$ cat config.mk
export PLATFORM = sky130hd
export DESIGN_NAME = retention_profiler
export DESIGN_NICKNAME = d
export VERILOG_FILES = /design/src/rtl/rp_pkg.sv /design/src/rtl/rp_tick_timer.sv /design/src/rtl/rp_row_check.sv /design/src/rtl/retention_profiler.sv
export SDC_FILE = /design/constraint.sdc
export NUM_CORES = 1
export LEC_CHECK = 0
export ABC_AREA = 0
export BUFFER_PORTS_ARGS = -buffer_cell sky130_fd_sc_hd__buf_2
export CAP_MARGIN = 10
export CORE_MARGIN = 3
export CORE_UTILIZATION = 50
export DETAILED_ROUTE_END_ITERATION = 6
export MAX_ROUTING_LAYER = met4
export PLACE_DENSITY = 0.83
export SLEW_MARGIN = 20
export SYNTH_ARGS = -nofsm -noshare
export SYNTH_HDL_FRONTEND = slang
export SYNTH_SLANG_ARGS = --single-unit
$ cat constraint.sdc
create_clock -name clk -period 3.5 [get_ports clk]
set_input_delay 0.7 -clock clk [delete_from_list [all_inputs] [get_ports clk]]
set_output_delay 0.7 -clock clk [all_outputs]
set_load 0.02 [all_outputs]
$ cat src/rtl/rp_pkg.sv
package rp_pkg;
  typedef enum logic [2:0] {
    ST_IDLE, ST_WRITE, ST_WAIT, ST_READ, ST_CMP, ST_CLASS
  } rp_state_e;

  localparam logic [1:0] BIN_FAST = 2'b00;
  localparam logic [1:0] BIN_MID  = 2'b01;
  localparam logic [1:0] BIN_SLOW = 2'b10;
  localparam logic [1:0] BIN_BAD  = 2'b11;

  // Maps a measured failure time (or survival) onto a bin code.
  function automatic logic [1:0] rp_bin_of(input int unsigned ms, input logic failed,
                                           input int unsigned fast_lo, input int unsigned mid_lo);
    if (!failed)           return BIN_SLOW;
    else if (ms < fast_lo) return BIN_BAD;
    else if (ms < mid_lo)  return BIN_FAST;
    else                   return BIN_MID;
  endfunction

  function automatic logic rp_is_filtered(input logic [1:0] b);
    return (b == BIN_FAST) || (b == BIN_MID);
  endfunction
endpackage

$ cat src/rtl/rp_tick_timer.sv
module rp_tick_timer #(
  parameter int unsigned LIMIT_MS = 256,
  localparam int CNT_W = $clog2(LIMIT_MS + 1)
) (
  input  logic             clk,
  input  logic             rst_n,
  input  logic             clr,
  input  logic             inc,
  output logic [CNT_W-1:0] cnt,
  output logic             limit_hit
);
  assign limit_hit = inc && (cnt == CNT_W'(LIMIT_MS - 1));

  always_ff @(posedge clk or negedge rst_n) begin
    if (!rst_n)   cnt <= '0;
    else if (clr) cnt <= '0;
    else if (inc) cnt <= cnt + 1'b1;
  end
endmodule

$ cat src/rtl/rp_row_check.sv
module rp_row_check #(
  parameter int unsigned DATA_W = 16
) (
  input  logic              valid,
  input  logic [DATA_W-1:0] rdata,
  output logic              mismatch
);
  assign mismatch = valid && (rdata != {DATA_W{1'b1}});
endmodule

$ cat src/rtl/retention_profiler.sv
module retention_profiler
  import rp_pkg::*;
#(
  parameter int unsigned ROW_W    = 4,
  parameter int unsigned DATA_W   = 16,
  parameter int unsigned FAST_LO  = 64,
  parameter int unsigned MID_LO   = 128,
  parameter int unsigned LIMIT_MS = 256
) (
  input  logic              clk,
  input  logic              rst_n,
  input  logic              start,
  input  logic              ms_tick,
  output logic              mem_wr,
  output logic              mem_rd,
  output logic [ROW_W-1:0]  mem_addr,
  output logic [DATA_W-1:0] mem_wdata,
  input  logic [DATA_W-1:0] mem_rdata,
  output logic              refresh_hold,
  output logic              ins_valid,
  output logic [ROW_W-1:0]  ins_row,
  output logic [1:0]        ins_bin,
  output logic              err,
  output logic              done
);
  localparam int CNT_W = $clog2(LIMIT_MS + 1);
  localparam logic [ROW_W-1:0] LAST_ROW = {ROW_W{1'b1}};

  rp_state_e        state, state_nx;
  logic [ROW_W-1:0] row;
  logic [CNT_W-1:0] cnt;
  logic             fail_seen;

  // named internal events
  logic tick_taken, limit_hit, mismatch, row_last, bad_row;
  logic [1:0] bin_now;

  assign tick_taken = (state == ST_WAIT) && ms_tick;

  rp_tick_timer #(.LIMIT_MS(LIMIT_MS)) u_timer (
    .clk(clk), .rst_n(rst_n), .clr(state == ST_WRITE), .inc(tick_taken),
    .cnt(cnt), .limit_hit(limit_hit)
  );

  rp_row_check #(.DATA_W(DATA_W)) u_cmp (
    .valid(state == ST_CMP), .rdata(mem_rdata), .mismatch(mismatch)
  );

  assign bin_now  = rp_bin_of(int'(cnt), fail_seen, FAST_LO, MID_LO);
  assign row_last = (row == LAST_ROW);
  assign bad_row  = (state == ST_CLASS) && (bin_now == BIN_BAD);

  always_comb begin
    state_nx = state;
    unique case (state)
      ST_IDLE:  if (start) state_nx = ST_WRITE;
      ST_WRITE: state_nx = ST_WAIT;
      ST_WAIT:  if (limit_hit) state_nx = ST_CLASS;
                else if (tick_taken) state_nx = ST_READ;
      ST_READ:  state_nx = ST_CMP;
      ST_CMP:   state_nx = mismatch ? ST_CLASS : ST_WAIT;
      ST_CLASS: state_nx = row_last ? ST_IDLE : ST_WRITE;
      default:  state_nx = ST_IDLE;
    endcase
  end

  always_ff @(posedge clk or negedge rst_n) begin
    if (!rst_n) begin
      state     <= ST_IDLE;
      row       <= '0;
      fail_seen <= 1'b0;
      err       <= 1'b0;
      done      <= 1'b0;
    end else begin
      state <= state_nx;
      if (state == ST_IDLE && start) begin
        row  <= '0;
        err  <= 1'b0;
        done <= 1'b0;
      end
      if (state == ST_WRITE) fail_seen <= 1'b0;
      else if (mismatch)     fail_seen <= 1'b1;
      if (bad_row) err <= 1'b1;
      if (state == ST_CLASS) begin
        if (row_last) done <= 1'b1;
        else          row  <= row + 1'b1;
      end
    end
  end

  assign mem_wr       = (state == ST_WRITE);
  assign mem_rd       = (state == ST_READ);
  assign mem_addr     = row;
  assign mem_wdata    = {DATA_W{1'b1}};
  assign refresh_hold = (state != ST_IDLE);
  assign ins_valid    = (state == ST_CLASS) && rp_is_filtered(bin_now);
  assign ins_row      = row;
  assign ins_bin      = bin_now;
endmodule

# == Word-level counts from Yosys, hierarchy flattened ==
# Cells that the tools add are included.
# word_totals
regBits,19
inputBits,20
output_inout_bits,32
elab_cells,57
# op_classes
n_addsub,2
order_cmp,2
eq_ne,12
mux,21
reduce_logical,14
# ops
op,count
2-to-1 mux 9 bit,2
case mux 3 bit (6 select lines),1
"inequality test 16 bit, second input constant",1
2-to-1 mux 3 bit,4
2-to-1 mux 4 bit,3
"adder 9 x 1 -> 9 bit, second input constant",1
"equality test 9 x 8 -> 1 bit, second input constant",1
"less-than comparator 9 x 7 -> 1 bit, second input constant",1
"less-than comparator 9 x 8 -> 1 bit, second input constant",1
2-to-1 mux 1 bit,9
"equality test 3 x 2 -> 1 bit, second input constant",2
"equality test 3 bit, second input constant",2
logical AND 1 bit,6
nonzero test 2 bit,3
"adder 4 x 1 -> 4 bit, second input constant",1
"equality test 4 bit, second input constant",1
2-to-1 mux 2 bit,2
"equality test 3 x 1 -> 1 bit, second input constant",1
zero test 3 bit,1
"inequality test 3 x 2 -> 1 bit, second input constant",1
nonzero test 3 bit,1
"equality test 2 x 1 -> 1 bit, second input constant",1
"equality test 2 bit, second input constant",1
zero test 2 bit,1
other kinds (3),3

# == Longest topological paths before layout ==
# Gate-level depths: netlist of run 1.
# depth
depth_word,7
ltp_mapped,7
mapped_depth_nobuf,7

# == Cells and area by module ==
# A second synthesis of run 1 with hierarchy kept.
# hier_totals
cells_unflattened,130
hier_area_um2,1226.2
# modules_own_cells
module,n_inst,cells_per_inst,area_each_um2,seq_area_each_um2
retention_profiler,1,80,743.2,250.2
rp_tick_timer,1,45,446.7,225.2
rp_row_check,1,5,36.3,0.0

# == Worst setup path after synthesis of run 1 ==
# OpenSTA, ideal clock, no wires.
# synth_path
path_kind,register -> output
start,reg state[1]
end,out refresh_hold
arrival_ps,1034
required_ps,2800
setup_slack_ps,1766
path_stages_with_launch,3
path_buffers,1
path_cell_list,dfrtp_1 > buf_6 > or3_2
# synth_between
elab_chain_len,1
# synth_lines
element,line,rtl
from (decl),retention_profiler.sv:29,"rp_state_e state, state_nx;"
from (signal assigned),retention_profiler.sv:75,state <= state_nx;
nonzero test 3 bit,retention_profiler.sv:95,assign refresh_hold = (state != ST_IDLE);
to (decl),retention_profiler.sv:19,"output logic refresh_hold,"
# No other way between the ends.

# == Final worst setup path of run 1 ==
# layout_path
start,reg state[0]
end,out mem_wr
# layout_between
elab_chain_len,1
# layout_lines
element,line,rtl
equality test 3 x 1 -> 1 bit,retention_profiler.sv:91,assign mem_wr = (state == ST_WRITE);
to (decl),retention_profiler.sv:14,"output logic mem_wr,"
# No other way between the ends.

==> results.cfg, run 1 <==
[placement]
place_inst = 187
dpl_cell_area_sq_mm = 0.00134
hpwl_mm = 1.95
portBuffers = 35
gp_congestion = 0.822

[detailed_routing]
drc = 0
drtPass1Iterations = 4
via_per_inst = 5.63
num_vias = 1075
drt_iter0_drc = 39
wl_per_cell_microns = 12.9
ant_nets = 0
wirelength_mm = 2.47

[sta]
rsz0062_at_grt = false
hold_ws_ns = 0.330
worst_pin_slew_ns = 0.519
finalCritPeriodShare_pct = 67.7
hold_viol = 0
max-slew-margin-rel_pct = 65.1
setup_tns_ns = 0
finalClockSkew_ns = 0.00103
setup_viol = 0
maxSlewViolCount = 0
min_period_ns = 2.37
fmax_mhz = 422

[worst_setup_path]
crit_fanout = 12
reg2reg_depth = 4
rr_endpoint = u_timer.cnt[5]
crit_required_ns = 2.80
critPathKind = reg -> out
r2r_start = state[0]
startpoint_type = flop
crit_chain = or3b_1, clkinv_4, buf_2
cp-end-kind = output port
worstPathArrival_ns = 1.67
slowest_delay_ns = 0.57
r2r_setup_slack_ns = 1.76
crit_slowest_cell = or3b_1

[global_route]
grt_overflow = 0
grt_max_degree = 20
track_usage_pct = 15.9
antenna_found_initial = 0
grt_first_pass_wirelength_mm = 3.93
grt_pass1_vias = 889

[finish]
synthToLayoutAreaGrowth_pct = 8.00
instances_no_fill = 191
multiInputGateArea_sq_um = 632
design_area_sq_mm = 0.00137
seq_area_sq_um = 475
mostFrequentLayoutCells = buf_2, dfrtp_1, conb_1, nand2_1
diodes = 0
nets = 187
drive_above_1_share_pct = 28.8
layout_commonest_cell = buf_2
nFillCells = 206

[flow_run]
drv_cap = 0

[cts]
clkLatencyLatePin_ns = 0.29
ctsRootBufferMaster = clkbuf_4
cts_tree = built
post_cts_buffers = 0
htreeDepth = 1
cts_buffers = 3
cts.path.max_buffers = 2
clkSlewWorstSetupHoldPaths_ns = 0.11
cts_resized = 0
postCtsHoldBufs = 0
cts.sinks = 19

[floorplanning]
die_area_sq_mm = 0.00317
ios = 52
rows = 17
die_y_microns = 56.3
start_util_pct = 55.1
fp.dieW_microns = 56.3
core_area_sq_mm = 0.00230

[yosys]
synth_area_sq_mm = 0.00127
synth_edf_count = 0
yosysTopAreaCell = dfrtp_1
synth.area.top_cells = dfrtp_1, buf_4, nand4_1
syn_inst = 134
yosysTopAreaCellShare_pct = 37.5
synth-main-ff-cell = dfrtp_1
seq_area_frac_synth_pct = 37.5
yosys_warnings = 0
synth_seq_cells = 19
synth_area_per_cell_sq_um = 9.45
ys_types = 43
async_reset_ff_share_pct = 100

[power]
peakVddDrop_mv = 0.335
powerDensity_mw_per_mm2 = 594
leakagePower_nw = 0.660

[min_path]
holdCritPathClass = in -> async

[outcome]
status = complete, no violations
## cell usage after synthesis, types with 2 or more instances
| cell type | instances |
|---|---|
| o21ai_0 | 7 |
| or3_1 | 2 |
| buf_4 | 22 |
| and3b_2 | 2 |
| nand3_1 | 7 |
| a21oi_1 | 5 |
| mux2i_1 | 2 |
| o22ai_1 | 2 |
| nand2b_1 | 3 |
| o41ai_1 | 2 |
| o311ai_0 | 2 |
| o211ai_1 | 3 |
| nand2_1 | 8 |
| o2bb2ai_1 | 2 |
| dfrtp_1 | 19 |
| buf_6 | 2 |
| nand4_1 | 7 |
| nor3_1 | 2 |
| nor2_1 | 5 |
| or4_1 | 2 |
| inv_1 | 4 |
| ha_1 | 3 |
## per-layer routing
layer / part of all wire, % / track usage, % / up-vias
met5: 0 / - / -
met4: 0.57 / 4.07 / 0
met3: 10 / 3.68 / 4
met2: 46 / 26.4 / 60
met1: 43 / 19.7 / 496
li1: - / - / 515
## power breakdown
part	leakage (nW)	total, W	internal, W	switching [W]
clock network	0.0150	0.000111	0.0000443	0.0000666
registers	0.258	0.000334	0.000263	0.0000704
logic	0.387	0.000367	0.000147	0.000221
total	0.660	0.000812	0.000454	0.000358
## through the flow
stage	setup WS, ns	power (W)	utilization, %
2_1_floorplan	1.77	0.000661	-
3_5_place_dp	1.47	0.000708	58.4
6_report	1.13	0.000812	59.5
4_1_cts	1.14	0.000817	59.5
3_3_place_gp	1.52	0.000693	58.4
5_1_grt	1.03	0.000875	59.5
## flip-flops by register name, indices dropped and copies added (netlist names)
name / count
u_timer.cnt: 9
ins_row: 4
state: 3
done: 1
err: 1
fail_seen: 1
## final cells by class
cell class / instances / share of cell area [%]
inverters: 5 / 1.74
multi-input cells: 100 / 46.2
flip-flops and latches: 19 / 34.8
repair buffers: 35 / 12.8
well taps: 28 / 2.56
clock buffers: 4 / 1.92
## worst max-delay path: cells and delay by family (launching register included)
family,cells,cell delay (ns)
AND/OR/NAND/NOR,1,0.57
flip-flops,1,0.52
buffers and inverters,2,0.28
## logic make-up after synthesis
kind of cell,count (synthesis),share of synthesized area [%]
buf+inv,30,17.0
simple gates,48,23.0
mux,3,2.77
other cells,1,0.296
fa+ha+maj,3,2.96
xor+xnor,1,0.692
compound gates,29,15.7
flops,19,37.5
## worst max-delay path by stage
stage / start / endpoint / cells past startpoint
after floorplan: state[1] / refresh_hold / 2
after global placement: state[0] / mem_wr / 3
after detailed placement: state[0] / mem_wr / 3
after CTS: state[0] / mem_wr / 3
after global routing: state[0] / mem_wr / 3
final: state[0] / mem_wr / 3
(Power assumes the default switching activity.)
==> run 2, diff against run 1 <==
Settings changed: CORE_UTILIZATION 50 to 43, PLACE_DENSITY 0.83 to 0.75.
Clock period 3.5 ns to 2 ns, I/O delays scaled along.
==> run 2 against run 1 <==
Register-to-register slack got worse by 1.4 ns. Die area rose by 14%. First-iteration DRC count fell by 46%. Sequential power rose by 75%. Clock skew rose by 0.0032 ns. Clock-buffer cell count did not move. Total power rose by 77%.
==> results.cfg, run 2 (synthesis gave the netlist of run 1 again) <==
[worst_setup_path]
critPathKind = reg -> out
crit_fanout = 12
cp-end-kind = output port
cp-endpoint = mem_wr
crit_required_ns = 1.60
reg2reg_depth = 3
critPathLaunch = state[0]
worstPathArrival_ns = 1.54
rr_endpoint = u_timer.cnt[3]
r2r_start = state[2]
r2r_setup_slack_ns = 0.37
startpoint_type = flop

[sta]
min_period_ns = 1.94
fmax_mhz = 516
worst_pin_slew_ns = 0.569
finalClockSkew_ns = 0.00428
finalCritPeriodShare_pct = 96.9
setup_viol = 0
hold_viol = 0
setup_tns_ns = 0
fin_ws_ns = 0.0615
rsz0062_at_grt = false
maxSlewViolCount = 0
max-slew-margin-rel_pct = 61.7

[finish]
top_register = u_timer.cnt
mostFrequentLayoutCells = buf_2, dfrtp_1, conb_1, nand2_1
largest_reg_flops = 9
nets = 188
diodes = 0
drive_above_1_share_pct = 29.3
synthToLayoutAreaGrowth_pct = 8.89
nFillCells = 268
instances_no_fill = 195
layout_commonest_cell = buf_2
design_area_sq_mm = 0.00138

[cts]
clkLatencyLatePin_ns = 0.30
post_cts_buffers = 0
cts.sinks = 19
ctsRootBufferMaster = clkbuf_4
clkSlewWorstSetupHoldPaths_ns = 0.11
postCtsHoldBufs = 0
cts_tree = built
cts_buffers = 3
htreeDepth = 1
cts_resized = 0
cts.path.max_buffers = 2

[power]
pwr-share-clk_pct = 13.7
leakagePower_nw = 0.665
seqPwrFrac_pct = 40.7
power_frac_comb_pct = 45.6
peakVddDrop_mv = 0.501
powerDensity_mw_per_mm2 = 1040
p_switching_w = 0.000633
internal-power_w = 0.000806
swShare_pct = 44.0

[global_route]
grt_pass1_vias = 956
antenna_found_initial = 0
track_usage_pct = 14.9
grt_overflow = 0
grt_first_pass_wirelength_mm = 3.98
grt_max_degree = 20

[detailed_routing]
wirelength_mm = 2.58
drc = 0
ant_nets = 0
drt_iter0_drc = 21
num_vias = 1084
wl_per_cell_microns = 13.2
drtPass1Iterations = 4
via_per_inst = 5.56

[placement]
place_ws_ns = 0.396
dpl_cell_area_sq_mm = 0.00135
gp_congestion = 0.863
hpwl_mm = 2.01
place_inst = 191
portBuffers = 35

[floorplanning]
start_util_pct = 45.5
fp.dieW_microns = 60.3
core_area_sq_mm = 0.00278
die_area_sq_mm = 0.00363
rows = 19
ios = 52
die_y_microns = 60.3

[outcome]
status = complete, no violations

[flow_run]
drv_cap = 0

[min_path]
holdCritPathClass = in -> async
[run 2: worst max-delay path: stages (launching register included)]
cell	delay [ns]
dfrtp_1	0.54
or3b_1	0.46
clkinv_4	0.09
buf_2	0.16
[run 2: cell type report]
| type | instances | area (sq um) | area share (%) |
|---|---|---|---|
| clock buffer | 4 | 26.3 | 1.91 |
| inverter | 5 | 23.8 | 1.72 |
| multi-input combinational | 100 | 632 | 45.8 |
| sequential | 19 | 475 | 34.5 |
| tap | 31 | 38.8 | 2.81 |
| timing repair buffer | 36 | 183 | 13.2 |
[run 2: how the worst min path moves through the flow]
stage / from / to / slack (ns) / depth (start not counted)
CTS: rst_n / u_timer.cnt[4] / 0.03 / 1
finish: rst_n / u_timer.cnt[5] / 0.02 / 1
detailed placement: rst_n / u_timer.cnt[4] / 0.37 / 1
global route: rst_n / u_timer.cnt[6] / 0.05 / 1
global placement: rst_n / u_timer.cnt[4] / 0.36 / 1
floorplan: rst_n / done / 0.10 / 0
[run 2: per-layer routing]
metal	vias up	global-route usage, %	wire length (microns)
met3	5	1.94	200
met2	45	24.5	1210
li1	517	-	-
met5	-	-	0
met1	517	17.8	1120
met4	0	6.96	51
[run 2: metrics by stage]
| step | hold WS, ns | utilization (%) | power, W |
|---|---|---|---|
| after floorplan | 0.104 | - | 0.00116 |
| after global placement | 0.357 | 48.6 | 0.00123 |
| final | 0.0212 | 49.6 | 0.00144 |
| after CTS | 0.0325 | 49.6 | 0.00145 |
| after global routing | 0.0511 | 49.6 | 0.00155 |
| after detailed placement | 0.368 | 48.6 | 0.00125 |
[run 2: power by group through the flow]
stage | logic (W) | registers, W | clock network, W
6_report | 0.000656 | 0.000586 | 0.000198
5_1_grt | 0.000728 | 0.000601 | 0.000217
4_1_cts | 0.000665 | 0.000582 | 0.000205
3_5_place_dp | 0.000663 | 0.000590 | 0
3_3_place_gp | 0.000653 | 0.000578 | 0
2_1_floorplan | 0.000585 | 0.000572 | 0
==> run 3, diff against run 2 <==
Settings changed: CELL_PAD_IN_SITES_DETAIL_PLACEMENT from default to 2, CELL_PAD_IN_SITES_GLOBAL_PLACEMENT from default to 2, CORE_UTILIZATION 43 to 25, PLACE_DENSITY 0.75 to default, PLACE_DENSITY_LB_ADDON from default to 0.1, SETUP_SLACK_MARGIN from default to 0.1.
==> run 3 against run 2 <==
Clock-buffer cell count unchanged. Non-clock buffer count is the same. Die area increased by 64%. Global-route usage down 2.3 points. First-iteration DRC count grew to 2.7 times the previous value. Maximum frequency is 5.4% higher. Combinational power up 6.3%.
==> results.cfg, run 3 (synthesis gave the netlist of run 1 again) <==
[placement]
hpwl_mm = 2.72
gp_congestion = 0.733
place_inst = 227
portBuffers = 35

[worst_setup_path]
startpoint_type = flop
reg2reg_depth = 3
cp-endpoint = refresh_hold
critPathKind = reg -> out
rr_endpoint = ins_row[0]
cp-end-kind = output port
worstPathArrival_ns = 1.44
crit_fanout = 11
r2r_start = state[1]
critPathLaunch = state[1]
crit_required_ns = 1.60
r2r_setup_slack_ns = 0.38

[power]
leakagePower_nw = 0.670
pwr-share-clk_pct = 17.6
power_frac_comb_pct = 44.3
swShare_pct = 43.3
powerDensity_mw_per_mm2 = 1080
internal-power_w = 0.000892
p_switching_w = 0.000682
peakVddDrop_mv = 0.333
seqPwrFrac_pct = 38.1

[sta]
rsz0062_at_grt = false
setup_tns_ns = 0
finalCritPeriodShare_pct = 92.0
maxSlewViolCount = 0
finalClockSkew_ns = 0.00214
max-slew-margin-rel_pct = 65.4
worst_pin_slew_ns = 0.514
setup_viol = 0
hold_viol = 0
min_period_ns = 1.84
fmax_mhz = 544

[global_route]
track_usage_pct = 12.5
antenna_found_initial = 0
grt_pass1_vias = 1183
grt_max_degree = 20
grt_overflow = 0
grt_first_pass_wirelength_mm = 5.71

[detailed_routing]
wl_met2_mm = 1.62
ant_nets = 0
wirelength_mm = 3.41
num_vias = 1094
routed-wl-met3_microns = 174
wl_met1_mm = 1.57
drt_iter0_drc = 56
drc = 0
drtPass1Iterations = 2
wl_per_cell_microns = 14.7
route.top_layer_used = met4
via_per_inst = 4.74

[cts]
cts_buffers = 3
postCtsHoldBufs = 0
htreeDepth = 1
cts_tree = built
cts.path.max_buffers = 2
cts.sinks = 19
ctsRootBufferMaster = clkbuf_8
clkLatencyLatePin_ns = 0.26
clkSlewWorstSetupHoldPaths_ns = 0.07

[floorplanning]
rows = 25
ios = 52
core_area_sq_mm = 0.00482
die_area_sq_mm = 0.00595
start_util_pct = 26.3
die_y_microns = 77.2
fp.dieW_microns = 77.2

[finish]
mostFrequentLayoutCells = buf_2, conb_1, dfrtp_1, nand2_1
drive_above_1_share_pct = 32.3
diodes = 0
nets = 188
layout_commonest_cell = buf_2
synthToLayoutAreaGrowth_pct = 14.8
largest_reg_flops = 9
top_register = u_timer.cnt
instances_no_fill = 231

[outcome]
status = complete, no violations

[flow_run]
drv_cap = 0

[min_path]
holdCritPathClass = in -> async
## run 3: cell count changes in the layout (fill, tap and decap cells not counted)
| cell | previous run | this run |
|---|---|---|
| dfrtp_2 | 0 | 3 |
| or3b_4 | 0 | 1 |
| clkbuf_4 | 3 | 0 |
| nand4bb_1 | 1 | 0 |
| or3b_1 | 1 | 0 |
| clkbuf_8 | 0 | 3 |
| dfrtp_1 | 19 | 16 |
| nand4bb_2 | 0 | 1 |
## run 3: worst min-delay path by stage
stage / start / end
6_report: rst_n / u_timer.cnt[4]
5_1_grt: rst_n / ins_row[3]
4_1_cts: rst_n / ins_row[0]
3_5_place_dp: rst_n / u_timer.cnt[4]
3_3_place_gp: rst_n / u_timer.cnt[4]
2_1_floorplan: rst_n / done
## run 3: power by group through the flow
stage / combinational [W] / clock (W) / sequential, W
global route: 0.000769 / 0.000313 / 0.000624
finish: 0.000697 / 0.000278 / 0.000599
floorplan: 0.000585 / 0 / 0.000572
global placement: 0.000684 / 0 / 0.000589
detailed placement: 0.000700 / 0 / 0.000601
CTS: 0.000702 / 0.000296 / 0.000594
## run 3: routing by layer
metal,vias to the layer above,GRT usage (%)
li1,515,-
met1,535,15.4
met2,40,20.6
met3,4,2.46
met4,0,4.27
met5,-,-
## run 3: per-stage QoR
step / worst slack [ns] / area, sq um / power [W] / utilization (%) / hold WS [ns]
floorplan: 0.448 / 1320 / 0.00116 / - / 0.104
global placement: 0.377 / 1400 / 0.00127 / 29.0 / 0.394
detailed placement: 0.277 / 1400 / 0.00130 / 29.0 / 0.390
CTS: 0.106 / 1440 / 0.00159 / 29.9 / 0.102
global route: 0.123 / 1450 / 0.00171 / 30.2 / 0.116
finish: 0.160 / 1450 / 0.00157 / 30.2 / 0.0857
## run 3: area by class of cell
cell class | instances | area (sq um)
timing repair buffer | 36 | 183
inverter | 5 | 23.8
multi-input combinational | 100 | 639
fill | 583 | 3360
tap | 67 | 83.8
clock buffer | 4 | 45.0
sequential | 19 | 479
## run 3: worst max-delay path, cell delays in order (launching register included)
cell     delay (ns)
dfrtp_2        0.48
or3_2          0.52
buf_2          0.18
## run 3: what timing repair did
action	CTS	global route
buffers inserted	0	0
endpoints found under the setup margin	0	3
resized for setup	0	5
